## src/rtl/vpw_tx_pkg.sv

```systemverilog
package vpw_tx_pkg;

  typedef enum logic [2:0] {
    K_SOF  = 3'd0,
    K_DATA = 3'd1,
    K_CRC  = 3'd2,
    K_EOD  = 3'd3,
    K_EOF  = 3'd4,
    K_BRK  = 3'd5
  } sym_kind_e;

  localparam int unsigned BYTE_BITS = 8;

  function automatic int unsigned max_u(input int unsigned a, input int unsigned b);
    return (a > b) ? a : b;
  endfunction

  function automatic logic kind_known(input logic [2:0] k);
    return (k <= 3'd5);
  endfunction

  function automatic logic kind_is_byte(input logic [2:0] k);
    return (k == K_DATA) || (k == K_CRC);
  endfunction

  // Bits are sent first-bit-passive, and the level alternates after that.
  function automatic logic bit_level(input logic [2:0] idx);
    return idx[0];
  endfunction

  // Zero bits favour a short passive or long active; one bits the opposite.
  function automatic logic bit_is_long(input logic bitv, input logic lvl);
    return bitv ^ lvl;
  endfunction

endpackage

```

## src/rtl/vpw_sym_plan.sv

```systemverilog
module vpw_sym_plan
  import vpw_tx_pkg::*;
#(
  parameter int unsigned TV1 = 64,
  parameter int unsigned TV2 = 128,
  parameter int unsigned TV3 = 200,
  parameter int unsigned TV4 = 280,
  parameter int unsigned TV5 = 300,
  parameter int unsigned CW  = 9
) (
  input  logic [2:0]    kind,
  input  logic [7:0]    byte_val,
  input  logic [2:0]    idx,
  output logic          sym_lvl,
  output logic [CW-1:0] sym_len
);

  logic bitv;
  assign bitv = byte_val[3'd7 - idx];

  always_comb begin
    sym_lvl = 1'b0;
    sym_len = CW'(TV1);
    case (kind)
      K_SOF: begin sym_lvl = 1'b1; sym_len = CW'(TV3); end
      K_DATA, K_CRC: begin
        sym_lvl = bit_level(idx);
        sym_len = bit_is_long(bitv, bit_level(idx)) ? CW'(TV2) : CW'(TV1);
      end
      K_EOD: begin sym_lvl = 1'b0; sym_len = CW'(TV3); end
      K_EOF: begin sym_lvl = 1'b0; sym_len = CW'(TV4); end
      K_BRK: begin sym_lvl = 1'b1; sym_len = CW'(TV5); end
      default: begin sym_lvl = 1'b0; sym_len = CW'(TV1); end
    endcase
  end

endmodule

```

## src/rtl/vpw_dur_timer.sv

```systemverilog
module vpw_dur_timer #(
  parameter int unsigned CW = 9
) (
  input  logic          clk,
  input  logic          rst_n,
  input  logic          clear,
  input  logic          load,
  input  logic [CW-1:0] load_len,
  output logic          expire
);

  logic [CW-1:0] cnt_q;

  always_ff @(posedge clk) begin
    if (!rst_n)             cnt_q <= '0;
    else if (clear)         cnt_q <= '0;
    else if (load)          cnt_q <= load_len - CW'(1);
    else if (cnt_q != '0)   cnt_q <= cnt_q - CW'(1);
  end

  assign expire = (cnt_q == '0);

endmodule

```

## src/rtl/vpw_out_stage.sv

```systemverilog
module vpw_out_stage (
  input  logic clk,
  input  logic rst_n,
  input  logic drop,
  input  logic set,
  input  logic set_lvl,
  input  logic invert,
  output logic lvl_q,
  output logic bus_out
);

  always_ff @(posedge clk) begin
    if (!rst_n)     lvl_q <= 1'b0;
    else if (set)   lvl_q <= set_lvl;
    else if (drop)  lvl_q <= 1'b0;
  end

  assign bus_out = lvl_q ^ invert;

endmodule

```

## src/rtl/vpw_sym_tx.sv

```systemverilog
module vpw_sym_tx
  import vpw_tx_pkg::*;
#(
  parameter int unsigned TV1 = 64,
  parameter int unsigned TV2 = 128,
  parameter int unsigned TV3 = 200,
  parameter int unsigned TV4 = 280,
  parameter int unsigned TV5 = 300
) (
  input  logic       clk,
  input  logic       rst_n,
  input  logic       cmd_valid,
  input  logic [2:0] cmd_kind,
  input  logic [7:0] cmd_byte,
  input  logic       abort,
  input  logic       invert,
  output logic       bus_out,
  output logic       busy,
  output logic       done
);

  localparam int unsigned TV_MAX = max_u(max_u(max_u(TV1, TV2), max_u(TV3, TV4)), TV5);
  localparam int unsigned CW     = $clog2(TV_MAX + 1);

  // Named internal events, also observed by the bound checker.
  logic          running;
  logic [2:0]    kind_q;
  logic [7:0]    byte_q;
  logic [2:0]    idx_q;
  logic          t_expire;
  logic          sym_end;
  logic          last_sym;
  logic          fin_now;
  logic          start;
  logic          advance;
  logic          bus_lvl;
  logic [2:0]    plan_kind;
  logic [7:0]    plan_byte;
  logic [2:0]    plan_idx;
  logic          plan_lvl;
  logic [CW-1:0] plan_len;

  assign last_sym = !kind_is_byte(kind_q) || (idx_q == 3'(BYTE_BITS - 1));
  assign sym_end  = running && t_expire;
  assign fin_now  = sym_end && last_sym;
  assign busy     = running && !fin_now;
  assign start    = cmd_valid && !busy && kind_known(cmd_kind) && !abort;
  assign advance  = sym_end && !last_sym && !abort;

  assign plan_kind = start ? cmd_kind : kind_q;
  assign plan_byte = start ? cmd_byte : byte_q;
  assign plan_idx  = start ? 3'd0 : 3'(idx_q + 3'd1);

  vpw_sym_plan #(
    .TV1(TV1), .TV2(TV2), .TV3(TV3), .TV4(TV4), .TV5(TV5), .CW(CW)
  ) u_plan (
    .kind     (plan_kind),
    .byte_val (plan_byte),
    .idx      (plan_idx),
    .sym_lvl  (plan_lvl),
    .sym_len  (plan_len)
  );

  vpw_dur_timer #(.CW(CW)) u_timer (
    .clk      (clk),
    .rst_n    (rst_n),
    .clear    (abort),
    .load     (start || advance),
    .load_len (plan_len),
    .expire   (t_expire)
  );

  vpw_out_stage u_out (
    .clk     (clk),
    .rst_n   (rst_n),
    .drop    (abort || (fin_now && !start)),
    .set     ((start || advance) && !abort),
    .set_lvl (plan_lvl),
    .invert  (invert),
    .lvl_q   (bus_lvl),
    .bus_out (bus_out)
  );

  always_ff @(posedge clk) begin
    if (!rst_n) begin
      running <= 1'b0;
      kind_q  <= 3'd0;
      byte_q  <= 8'd0;
      idx_q   <= 3'd0;
      done    <= 1'b0;
    end else begin
      done <= fin_now && !abort;
      if (abort) begin
        running <= 1'b0;
      end else if (start) begin
        running <= 1'b1;
        kind_q  <= cmd_kind;
        byte_q  <= cmd_byte;
        idx_q   <= 3'd0;
      end else if (advance) begin
        idx_q <= 3'(idx_q + 3'd1);
      end else if (fin_now) begin
        running <= 1'b0;
      end
    end
  end

endmodule

```

## config.mk

```make
export PLATFORM = sky130hd
export DESIGN_NAME = vpw_sym_tx
export DESIGN_NICKNAME = d
export VERILOG_FILES = /design/src/rtl/vpw_tx_pkg.sv /design/src/rtl/vpw_sym_plan.sv /design/src/rtl/vpw_dur_timer.sv /design/src/rtl/vpw_out_stage.sv /design/src/rtl/vpw_sym_tx.sv
export SDC_FILE = /design/constraint.sdc
export NUM_CORES = 1
export LEC_CHECK = 0
export ABC_AREA = 0
export CORE_MARGIN = 2
export CORE_UTILIZATION = 55
export CTS_CLUSTER_DIAMETER = 40
export DETAILED_ROUTE_END_ITERATION = 7
export DONT_BUFFER_PORTS = 1
export PLACE_DENSITY = 0.7
export SLEW_MARGIN = 20
export SYNTH_ARGS = -nofsm -noshare
export SYNTH_HDL_FRONTEND = slang
export SYNTH_SLANG_ARGS = --single-unit
```

## constraint.sdc

```tcl
create_clock -name clk -period 5 [get_ports clk]
set_clock_uncertainty 0.05 [all_clocks]
set_input_delay 1 -clock clk [delete_from_list [all_inputs] [get_ports clk]]
set_output_delay 1 -clock clk [all_outputs]
set_load 0.02 [all_outputs]
```

# After elaboration in Yosys (flattened, before gate mapping)
# Cells that the tools add are included.
# classes
n_bitwise	4
multipliers	0
reduce_logical	34
eq_ne	9
mux	17
n_div	0
order_cmp	2
shifts	0
addsub	4
# ops
op	count
$pmux 9 s4	1
$mux 9	2
$sub 9x1->9 const B	2
$mux 8	2
$mux 3	4
$logic_and 1x1->1	11
$eq 3x2->1 const B	3
$eq 3x3->1 const B	3
$logic_not 9->1	1
$reduce_bool 9->1	1
$reduce_bool 2->1	4
$reduce_or 2->1	4
$eq 3x1->1 const B	2
$logic_not 1->1	6
$mux 1	6
$logic_or 1x1->1	4
$lt 3x4->1 const B	1
$reduce_and 2->1	2
$add 3x1->3 const B	1
$bmux 1 s3	1
$le 3x3->1 const B	1
$logic_not 3->1	1
$sub 3x3->3 const A	1
$ne 2x2->1 const B	1
other kinds (3)	5
# totals
in_bits	16
mem_bits_rw	0
register_bits	26
latch_bits	0
elab_cells	77
romBits	0
memories	0
out_inout_bits	3

# Longest topological paths before layout
# Gate-level depths: netlist of run 1.
# depth
depth_word	20
depth_mapped	13
ltp_nobuf	12

# By module
# From an unflattened synthesis of run 1, not the netlist that was laid out.
# hier_totals
cells_unflattened	188
area_unflattened_um2	1761.7
# by_module_without_submodules
mod	n_inst	seq_area_each_um2	cells_each	area_per_inst_um2
vpw_sym_tx	1	320.3	95	894.6
vpw_dur_timer	1	180.2	66	625.6
vpw_sym_plan	1	0.0	23	191.4
vpw_out_stage	1	20.0	4	50.0

# Worst setup path after synthesis of run 1
# Ideal clock, no wire load.
# synth_timing
kind	input -> register
startpoint	input cmd_kind[2]
endpoint	register u_timer.cnt_q[8]
setup_time_ps	141
required_time_ps	4809
slack_ps	1964
path_stages	12
path_buffers	2
arrival_ps	2845
path_cell_list	clkbuf_1 > a21boi_0 > a21oi_1 > a211o_1 > buf_2 > nand2_1 > ha_1 > inv_1 > a31o_2 > a21o_1 > nor4_1 > nor3b_1
# synth_via
elab_chain_cells	12
word_cells_on_any_way	24
cone_classes	2 x add/sub; 1 x order compare; 5 x eq/ne; 8 x mux; 1 x bitwise; 7 x reduce/logical
# synth_rtl
element	line_no	source
from (decl)	vpw_sym_tx.sv:13	input logic [2:0] cmd_kind,
$le 3x3->1	vpw_tx_pkg.sv:19	return (k <= 3'd5);
$logic_and 1x1->1 (2 in series)	vpw_sym_tx.sv:47	assign start = cmd_valid && !busy && kind_known(cmd_kind) && !abort;
$mux 3	vpw_sym_tx.sv:52	assign plan_idx = start ? 3'd0 : 3'(idx_q + 3'd1);
$sub 3x3->3	vpw_sym_plan.sv:19	assign bitv = byte_val[3'd7 - idx];
$bmux 1 s3	vpw_sym_plan.sv:19	
$mux 1 (implied by the code)	vpw_sym_plan.sv:19	
$xor 1x1->1	vpw_tx_pkg.sv:33	return bitv ^ lvl;
$mux 8	vpw_sym_plan.sv:28	sym_len = bit_is_long(bitv, bit_level(idx)) ? CW'(TV2) : CW'(TV1);
$pmux 9 s4	vpw_sym_plan.sv:24	case (kind)
$sub 9x1->9	vpw_dur_timer.sv:17	else if (load) cnt_q <= load_len - CW'(1);
$mux 9	vpw_dur_timer.sv:17	
to (signal assigned)	vpw_dur_timer.sv:17	
to (signal assigned)	vpw_dur_timer.sv:18	else if (cnt_q != '0) cnt_q <= cnt_q - CW'(1);
to (decl)	vpw_dur_timer.sv:12	logic [CW-1:0] cnt_q;
# Parallel ways exist; a longest one is shown, timed or not. The select of a mux whose other input is x is not followed.
# A chain may end at the register's enable or synchronous reset.

# Worst setup path after layout of run 1
# layout_timing
startpoint	register u_timer.cnt_q[3]
endpoint	register u_timer.cnt_q[8]
# layout_via
elab_chain_cells	18
word_cells_on_any_way	35
cone_classes	3 x add/sub; 5 x eq/ne; 9 x mux; 1 x bitwise; 17 x reduce/logical
# layout_rtl
element	line_no	source
$logic_not 9->1	vpw_dur_timer.sv:21	assign expire = (cnt_q == '0);
$logic_and 1x1->1	vpw_sym_tx.sv:44	assign sym_end = running && t_expire;
$logic_and 1x1->1	vpw_sym_tx.sv:45	assign fin_now = sym_end && last_sym;
$logic_not 1->1	vpw_sym_tx.sv:46	assign busy = running && !fin_now;
$logic_and 1x1->1	vpw_sym_tx.sv:46	
$logic_not 1->1	vpw_sym_tx.sv:47	
$logic_and 1x1->1 (3 in series)	vpw_sym_tx.sv:47	
$mux 3	vpw_sym_tx.sv:52	
$sub 3x3->3	vpw_sym_plan.sv:19	
$bmux 1 s3	vpw_sym_plan.sv:19	
$mux 1 (implied by the code)	vpw_sym_plan.sv:19	
$xor 1x1->1	vpw_tx_pkg.sv:33	
$mux 8	vpw_sym_plan.sv:28	
$pmux 9 s4	vpw_sym_plan.sv:24	
$sub 9x1->9	vpw_dur_timer.sv:17	
$mux 9	vpw_dur_timer.sv:17	
# Parallel ways exist; a longest one is shown, timed or not. The select of a mux whose other input is x is not followed.

==> impl_metrics.ini, run 1 <==
[outcome]
status = complete, no violations

[cells_and_area]
n_antenna_cell = 0
n_fill_cell = 263
layout_commonest_cell = nand2_1
drive_above_1_share = 0.0909
multi_input_area_sq_um = 953
nets = 196
register_area_sq_um = 520
final_cell_mix = nand2_1 (31), dfxtp_1 (26), nor2_1 (16)
area_growth_pct = 3.46
fin_area_sq_mm = 0.00157

[detailed_routing]
viasPerCell = 6.12
detail_route.wirelength_mm = 3.18
antenna_left = 0
drtIter0Drc = 61
drc_errors = 0
num_vias = 1267
firstDrtPassIters = 4
routedWlPerCell_um = 15.4

[timing]
tightest_slew_ns = 0.713
post-route-min-period_ns = 3.06
rsz0062_at_grt = false
drv_slew = 0
finalCritPeriodShare = 0.611
fin_ws_ns = 1.94
finalHoldViolations = 0
tns_ns = 0
setup_violations = 0
slew_headroom = 0.521
max_freq_mhz = 327

[clocking]
cts_tree = yes
cts.sinks = 26
h-tree-depth = 1
cts_made_buffers = 3
post_cts_buffers = 0
clk_pin_slew_ns = 0.14
clk_latency_ns = 0.33
hold_buffers = 0
clk_path_buf_depth = 2
ctsResizeCount = 0
root_buffer = clkbuf_4

[grt]
grt_max_degree = 22
grt_usage = 0.222
grt_overflow = 0
grt_pass1_vias = 1221
grt_pass1_wl_mm = 5.61
antenna_found_initial = 0

[synth]
yosysSeqAreaShare = 0.342
synth_seq_cells = 26
synthArstFlopShare = 0
netlist-cell-type-count = 45
synth_area_leaders = dfxtp_1 (34%), nand2_1 (7.7%), a21boi_0 (5.4%)
synth_top_cell_by_area = dfxtp_1
synth.top_cell.area_share = 0.342
ys.flop_type = dfxtp_1
synth_edf_count = 0
syn-num-nets = 201
syn-cell-area_sq_mm = 0.00152
syn_inst = 182
avgSynthCellArea_sq_um = 8.35
ys_warn_count = 0

[placement]
post_dp_cell_area_sq_mm = 0.00152
dp_hpwl_mm = 2.35
port-buffer-count = 0
post-place-ws_ns = 1.77
place.gp.congestion = 0.900

[run]
drv_cap = 0

[die]
die_w_um = 56.6
rows = 19
dieArea_sq_mm = 0.00320
coreArea_sq_mm = 0.00269
dieHeight_um = 56.6
initial_core_util = 0.566
io_pins = 19

[setup_path]
cp.required_ns = 5.15
startpoint_type = flip-flop
worstSetupPathType = reg2reg
path_max_fanout = 11
cp.arrival_ns = 3.20
critPathCaptureType = flip-flop

[power_and_ir_drop]
power_density_mw_per_mm2 = 465
ir_worst_vdd_mv = 0.443
leakage_nw = 0.607

[worst_hold_path]
min_path_type = reg2reg
==> metrics by stage <==
step,util,total power [W],std cells,hold slack [ns]
after floorplan,-,0.000537,182,0.375
after global placement,0.565,0.000573,203,0.394
after detailed placement,0.565,0.000579,203,0.393
after CTS,0.584,0.000727,207,0.413
after global routing,0.585,0.000788,207,0.452
final,0.585,0.000731,207,0.407
==> cell type report <==
type / count / share of cell area
Clock buffer: 3 / 0.0143
Clock inverter: 1 / 0.0191
Inverter: 2 / 0.00477
Multi-Input combinational cell: 144 / 0.606
Sequential cell: 26 / 0.331
Tap cell: 31 / 0.0247
==> logic make-up (layout without fill, tap and decap cells) <==
| kind of cell | Yosys count | after routing | synth area share |
|---|---|---|---|
| compound gates | 47 | 47 | 0.230 |
| xor+xnor | 12 | 12 | 0.0691 |
| fa+ha+maj | 3 | 3 | 0.0247 |
| buf+inv | 12 | 6 | 0.0329 |
| flops | 26 | 26 | 0.342 |
| mux | 7 | 7 | 0.0634 |
| simple gates | 75 | 75 | 0.237 |
==> power by group <==
group / total [W] / internal (W) / switching, W
clock network: 0.000148 / 0.0000811 / 0.0000670
registers: 0.000271 / 0.000242 / 0.0000286
logic: 0.000312 / 0.000136 / 0.000176
==> path summary, 6_finish.rpt <==
| path | slack (ns) | depth (start not counted) | start | end |
|---|---|---|---|---|
| setup / recovery | 1.94 | 10 | u_timer.cnt_q[3]$_SDFFE_PP0P_ | u_timer.cnt_q[8]$_SDFFE_PP0P_ |
| setup reg to reg | 1.94 | 10 | u_timer.cnt_q[3]$_SDFFE_PP0P_ | u_timer.cnt_q[8]$_SDFFE_PP0P_ |
| hold / removal | 0.41 | 1 | u_timer.cnt_q[0]$_SDFFE_PP0P_ | u_timer.cnt_q[0]$_SDFFE_PP0P_ |
| hold reg to reg | 0.41 | 1 | u_timer.cnt_q[0]$_SDFFE_PP0P_ | u_timer.cnt_q[0]$_SDFFE_PP0P_ |
==> synth_stat cells (all sizes together) (2+ instances only) <==
library cell,number
o21ai,4
a221oi,2
nand2b,2
a21oi,9
a21o,3
and3,3
o21a,2
o31ai,5
inv,2
nor3b,3
a21boi,11
ha,3
nor3,6
or3,7
buf,5
a211oi,4
clkbuf,5
mux4,2
nor2b,2
dfxtp,26
xor2,3
mux2i,4
xnor2,9
nor2,16
nand2,31
==> sequential cells by signal, indices dropped and copies added, names as in the netlist <==
name           count
idx_q              3
running            1
u_timer.cnt_q      9
u_out.lvl_q        1
done               1
kind_q             3
byte_q             8
==> worst max-delay path, cell delays in order, from the launching register on <==
cell and delay, ns:
dfxtp_1 0.37, or3_1 0.45, or3_4 0.42, a211o_1 0.45, nand2_1 0.12, ha_1 0.15, inv_1 0.06, a31o_2 0.22
a21o_1 0.19, nor4_1 0.37, nor3b_1 0.09
==> metal layers <==
metal / up-vias / global-route usage / share of wire
li1: 635 / - / -
met1: 590 / 0.303 / 0.47
met2: 36 / 0.344 / 0.46
met3: 6 / 0.0369 / 0.059
met4: 0 / 0.0952 / 0.016
met5: - / 0 / 0
Power figures use the tool's default switching activity.
==> run 2: changes to the inputs <==
--- a/config.mk
+++ b/config.mk
@@ -11,7 +11,7 @@
 export CTS_CLUSTER_DIAMETER = 40
 export DETAILED_ROUTE_END_ITERATION = 7
 export DONT_BUFFER_PORTS = 1
-export PLACE_DENSITY = 0.7
+export PLACE_DENSITY = 0.73
 export SLEW_MARGIN = 20
 export SYNTH_ARGS = -nofsm -noshare
 export SYNTH_HDL_FRONTEND = slang
==> constraint.sdc (replaced) <==
create_clock -name clk -period 2.8 [get_ports clk]
set_clock_uncertainty 0.05 [all_clocks]
set_input_delay 0.56 -clock clk [delete_from_list [all_inputs] [get_ports clk]]
set_output_delay 0.56 -clock clk [all_outputs]
set_load 0.02 [all_outputs]
==> run 2 against run 1 <==
Compared with the run above:
- total power grew 90%
- first-iteration DRC count decreased by 20%
- core utilization up 2.6 points
- critical path depth is the same
- global-route usage rose by 0.49 points
- clock power increased by 77%
- die area is the same
- largest cell class unchanged
- highest routed layer unchanged
==> impl_metrics.ini, run 2 (synthesis gave the netlist of run 1 again) <==
[timing]
slew_headroom = 0.624
max_freq_mhz = 368
tns_ns = 0
whs_ns = 0.294
finalCritPeriodShare = 0.971
finalHoldViolations = 0
tightest_slew_ns = 0.563
drv_slew = 0
setup_violations = 0
post-route-min-period_ns = 2.72

[detailed_routing]
firstDrtPassIters = 4
num_vias = 1324
drtIter0Drc = 49
drc_errors = 0
detail_route.wirelength_mm = 3.39
viasPerCell = 6.25
antenna_left = 0
routedWlPerCell_um = 16.0

[power_and_ir_drop]
p_switching_w = 0.000513
p_int_w = 0.000876
clock_power_share = 0.188
p_comb_frac = 0.458
ir_worst_vdd_mv = 0.580
power_density_mw_per_mm2 = 846
leakage_nw = 0.635
power.share.switching = 0.369
power_frac_seq = 0.354

[setup_path]
cp.required_ns = 2.99
path_max_fanout = 5
cp.arrival_ns = 2.91
startpoint_type = flip-flop
worstSetupPathType = reg2reg
critPathCaptureType = flip-flop

[clocking]
clk_pin_slew_ns = 0.14
cts_tree = yes
post_cts_buffers = 0
clk_latency_ns = 0.34
cts_made_buffers = 3
root_buffer = clkbuf_4
clk_path_buf_depth = 2
cts.sinks = 26
h-tree-depth = 1

[die]
coreArea_sq_mm = 0.00269
dieHeight_um = 56.6
die_w_um = 56.6
initial_core_util = 0.566
io_pins = 19
dieArea_sq_mm = 0.00320
rows = 19

[cells_and_area]
n_antenna_cell = 0
fin_util = 0.612
layout_commonest_cell = nand2_1
final_cell_mix = nand2_1 (31), dfxtp_1 (25), nor2_1 (16)
drive_above_1_share = 0.155
largest_reg_flops = 9
reg.largest.list = u_timer.cnt_q: 9 flops, byte_q: 8 flops
max_flop_register = u_timer.cnt_q
area_growth_pct = 8.07
nets = 201

[grt]
grt_pass1_vias = 1255
grt_usage = 0.226
antenna_found_initial = 0
grt_max_degree = 16
grt_pass1_wl_mm = 5.66
grt_overflow = 0

[placement]
port-buffer-count = 0
place.gp.congestion = 0.855
dp_hpwl_mm = 2.47

[worst_hold_path]
min_path_type = in2reg

[run]
drv_cap = 0

[outcome]
status = complete, no violations
run 2: cell types whose count changed in the layout (fill, tap and decap cells not counted), moves of 2 or more:
cell / delta
buf_4: +5
nor3b_1: -2
nor3b_2: +2
or3_1: -2
or3_4: +2
run 2: area by class of cell:
type / instances / area [sq um]
inverters: 2 / 7.51
clock inverters: 1 / 30.0
repair buffers: 5 / 37.5
multi-input cells: 144 / 982
well taps: 31 / 38.8
clock buffers: 3 / 22.5
fillers: 230 / 1040
flip-flops and latches: 26 / 524
run 2: power by group through the flow:
stage / clock [W] / sequential, W / combinational [W]
floorplan: 0 / 0.000474 / 0.000484
global placement: 0 / 0.000487 / 0.000563
detailed placement: 0 / 0.000490 / 0.000577
CTS: 0.000268 / 0.000484 / 0.000585
global route: 0.000279 / 0.000499 / 0.000694
finish: 0.000262 / 0.000492 / 0.000636
run 2: path summary, 6_finish.rpt:
check,start,end,slack (ns),cells after the start
worst min-delay path,cmd_byte[5],byte_q[5]$_SDFFE_PN0N_,0.29,2
worst max-delay path,u_timer.cnt_q[3]$_SDFFE_PP0P_,u_timer.cnt_q[8]$_SDFFE_PP0P_,0.08,10
worst max register to register,u_timer.cnt_q[3]$_SDFFE_PP0P_,u_timer.cnt_q[8]$_SDFFE_PP0P_,0.08,10
worst min register to register,u_timer.cnt_q[0]$_SDFFE_PP0P_,u_timer.cnt_q[0]$_SDFFE_PP0P_,0.42,1
run 2: worst max-delay path, cell delays in order, from the launching register on:
cell     delay (ns)
dfxtp_4        0.39
or3_4          0.41
or3_4          0.40
a211o_1        0.29
nand2_1        0.08
ha_1           0.14
inv_1          0.06
a31o_2         0.22
a21o_1         0.21
nor4_2         0.30
nor3b_2        0.08
run 2: what timing repair did:
item / CTS / global route
resized for setup: 0 / 9
endpoints found under the setup margin: 0 / 3
hold buffers: 0 / 0
run 2: per-stage QoR:
step	total power, W	area [sq um]	instances	setup WS (ns)
2_1_floorplan	0.000958	1520	182	0.0649
3_5_place_dp	0.00107	1550	208	0.0722
3_3_place_gp	0.00105	1550	208	0.171
4_1_cts	0.00134	1610	212	0.0129
5_1_grt	0.00147	1640	212	-0.0280
6_report	0.00139	1640	212	0.0820
run 2: layer usage:
metal	vias to the layer above	track usage	routed length, um
met1	604	0.293	1430
met2	59	0.349	1530
met3	12	0.0484	294
met5	-	0	0
met4	0	0.126	130
li1	649	-	-
==> run 3: changes to the inputs <==
==> constraint.sdc (replaced) <==
create_clock -name clk -period 2.2 [get_ports clk]
set_clock_uncertainty 0.05 [all_clocks]
set_input_delay 0.44 -clock clk [delete_from_list [all_inputs] [get_ports clk]]
set_output_delay 0.44 -clock clk [all_outputs]
set_load 0.02 [all_outputs]
==> run 3 against run 2 <==
Compared with the run above:
- the run now ends with setup timing left
- first-iteration DRC count rose by 130%
- non-clock buffer count rose by 43
- wire length rose by 42%
- highest routed layer unchanged
==> impl_metrics.ini, run 3 (synthesis gave the netlist of run 1 again) <==
[outcome]
status = finished with violations
violations = setup timing

[timing]
setup_violations = 10
tightest_slew_ns = 0.476
max_freq_mhz = 376
rsz0062_at_grt = true
fin_ws_ns = -0.458
finalHoldViolations = 0
tns_ns = -2.50
drv_slew = 0
post-route-min-period_ns = 2.66
finalCritPeriodShare = 1.21
slew_headroom = 0.681

[clocking]
clk_latency_ns = 0.36
root_buffer = clkbuf_4
h-tree-depth = 1
cts.sinks = 26
clk_pin_slew_ns = 0.16
hold_buffers = 0
cts_tree = yes
cts_made_buffers = 3
clk_path_buf_depth = 2

[cells_and_area]
max_flop_register = u_timer.cnt_q
nets = 244
layout_commonest_cell = buf_4
fin_area_sq_mm = 0.00218
largest_reg_flops = 9
reg.largest.list = u_timer.cnt_q: 9 flops, byte_q: 8 flops
final_cell_mix = buf_4 (41), nand2_1 (28), dfxtp_1 (20)
area_growth_pct = 43.2
drive_above_1_share = 0.460
n_antenna_cell = 0

[grt]
grt_pass1_vias = 1556
grt_max_degree = 16
grt_pass1_wl_mm = 7.53
antenna_found_initial = 0
grt_usage = 0.301
grt_overflow = 0

[die]
dieHeight_um = 56.6
coreArea_sq_mm = 0.00269
io_pins = 19
die_w_um = 56.6
rows = 19
initial_core_util = 0.566
dieArea_sq_mm = 0.00320

[placement]
place.gp.congestion = 0.912
dp_hpwl_mm = 3.03
post_dp_cell_area_sq_mm = 0.00188
port-buffer-count = 0

[detailed_routing]
routedWlPerCell_um = 18.9
drc_errors = 0
viasPerCell = 6.38
firstDrtPassIters = 4
drtIter0Drc = 115
antenna_left = 0
num_vias = 1626
detail_route.wirelength_mm = 4.83

[setup_path]
startpoint_type = flip-flop
r2r_slack_ns = -0.46
crit_family = simple AND/OR/NAND/NOR gates
cpMostUsedCell = or3_4
path_max_fanout = 4
path_cells = or3_4 -> or3_4 -> a211o_4 -> nand2_4 -> ha_4 -> inv_2 -> a31o_4 -> a21o_1 -> o31ai_1 -> nor3b_2
r2r_start = u_timer.cnt_q[3]$_SDFFE_PP0P_
critPathCaptureType = flip-flop
cp.required_ns = 2.44
reg2regPathDepth = 10
cpPeakStageDelay_ns = 0.40
timing.rr.end = u_timer.cnt_q[8]$_SDFFE_PP0P_
cp.arrival_ns = 2.90
worstSetupPathType = reg2reg
worst-path-buf-inv = 1
crit_slowest_cell = or3_4

[power_and_ir_drop]
ir_worst_vdd_mv = 1.28
power_density_mw_per_mm2 = 1110
total_power_w = 0.00241
leakage_nw = 0.892

[worst_hold_path]
holdPathStages = 2
holdPathEnd = byte_q[2]$_SDFFE_PN0N_
min_path_type = in2reg
min_from = cmd_byte[2]

[run]
drv_cap = 0
-- run 3: cell types whose count changed in the layout (fill, tap and decap cells not counted), sizes merged --
| cell | change |
|---|---|
| clkbuf | +1 |
| buf | +43 |
| bufinv | -1 |
-- run 3: worst max-delay path by stage --
stage | start | to | slack, ns | cells past startpoint
final | u_timer.cnt_q[3]$_SDFFE_PP0P_ | u_timer.cnt_q[8]$_SDFFE_PP0P_ | -0.46 | 10
after floorplan | u_timer.cnt_q[1]$_SDFFE_PP0P_ | u_timer.cnt_q[8]$_SDFFE_PP0P_ | -0.41 | 12
after global routing | u_timer.cnt_q[6]$_SDFFE_PP0P_ | u_timer.cnt_q[8]$_SDFFE_PP0P_ | -0.52 | 10
after detailed placement | u_timer.cnt_q[8]$_SDFFE_PP0P_ | u_timer.cnt_q[7]$_SDFFE_PP0P_ | -0.42 | 9
after CTS | u_timer.cnt_q[6]$_SDFFE_PP0P_ | u_timer.cnt_q[8]$_SDFFE_PP0P_ | -0.40 | 10
after global placement | u_timer.cnt_q[8]$_SDFFE_PP0P_ | u_timer.cnt_q[7]$_SDFFE_PP0P_ | -0.41 | 9
-- run 3: per-stage QoR --
step / worst slack (ns) / util / cells / hold WS (ns)
2_1_floorplan: -0.406 / - / 182 / 0.390
3_3_place_gp: -0.410 / 0.699 / 243 / 0.401
5_1_grt: -0.524 / 0.810 / 255 / 0.165
4_1_cts: -0.399 / 0.775 / 252 / 0.176
3_5_place_dp: -0.418 / 0.699 / 243 / 0.405
6_report: -0.458 / 0.810 / 255 / 0.142
-- run 3: final cells by class --
cell class | count | area, sq um
fillers | 163 | 509
repair buffers | 48 | 387
multi-input cells | 144 | 1180
well taps | 31 | 38.8
flip-flops and latches | 26 | 528
inverters | 2 | 7.51
clock buffers | 4 | 36.3
-- run 3: layer usage --
metal,routed length (um),global-route usage,up-vias
li1,-,-,730
met1,1870,0.397,792
met2,2380,0.493,88
met3,459,0.0645,16
met4,125,0.0918,0
met5,0,0,-
-- run 3: power by group --
group | switching, W | leakage (nW) | total (W) | internal (W)
Combinational | 0.000732 | 0.656 | 0.00153 | 0.000801
Clock | 0.000171 | 0.0210 | 0.000273 | 0.000102
Sequential | 0.0000515 | 0.215 | 0.000607 | 0.000556
-- run 3: repair_timing --
action | in CTS | in global routing
pin swaps | 8 | 7
buffers inserted | 5 | 3
endpoints found under the setup margin | 11 | 14
gates cloned | 0 | 0
gates resized for setup | 30 | 20
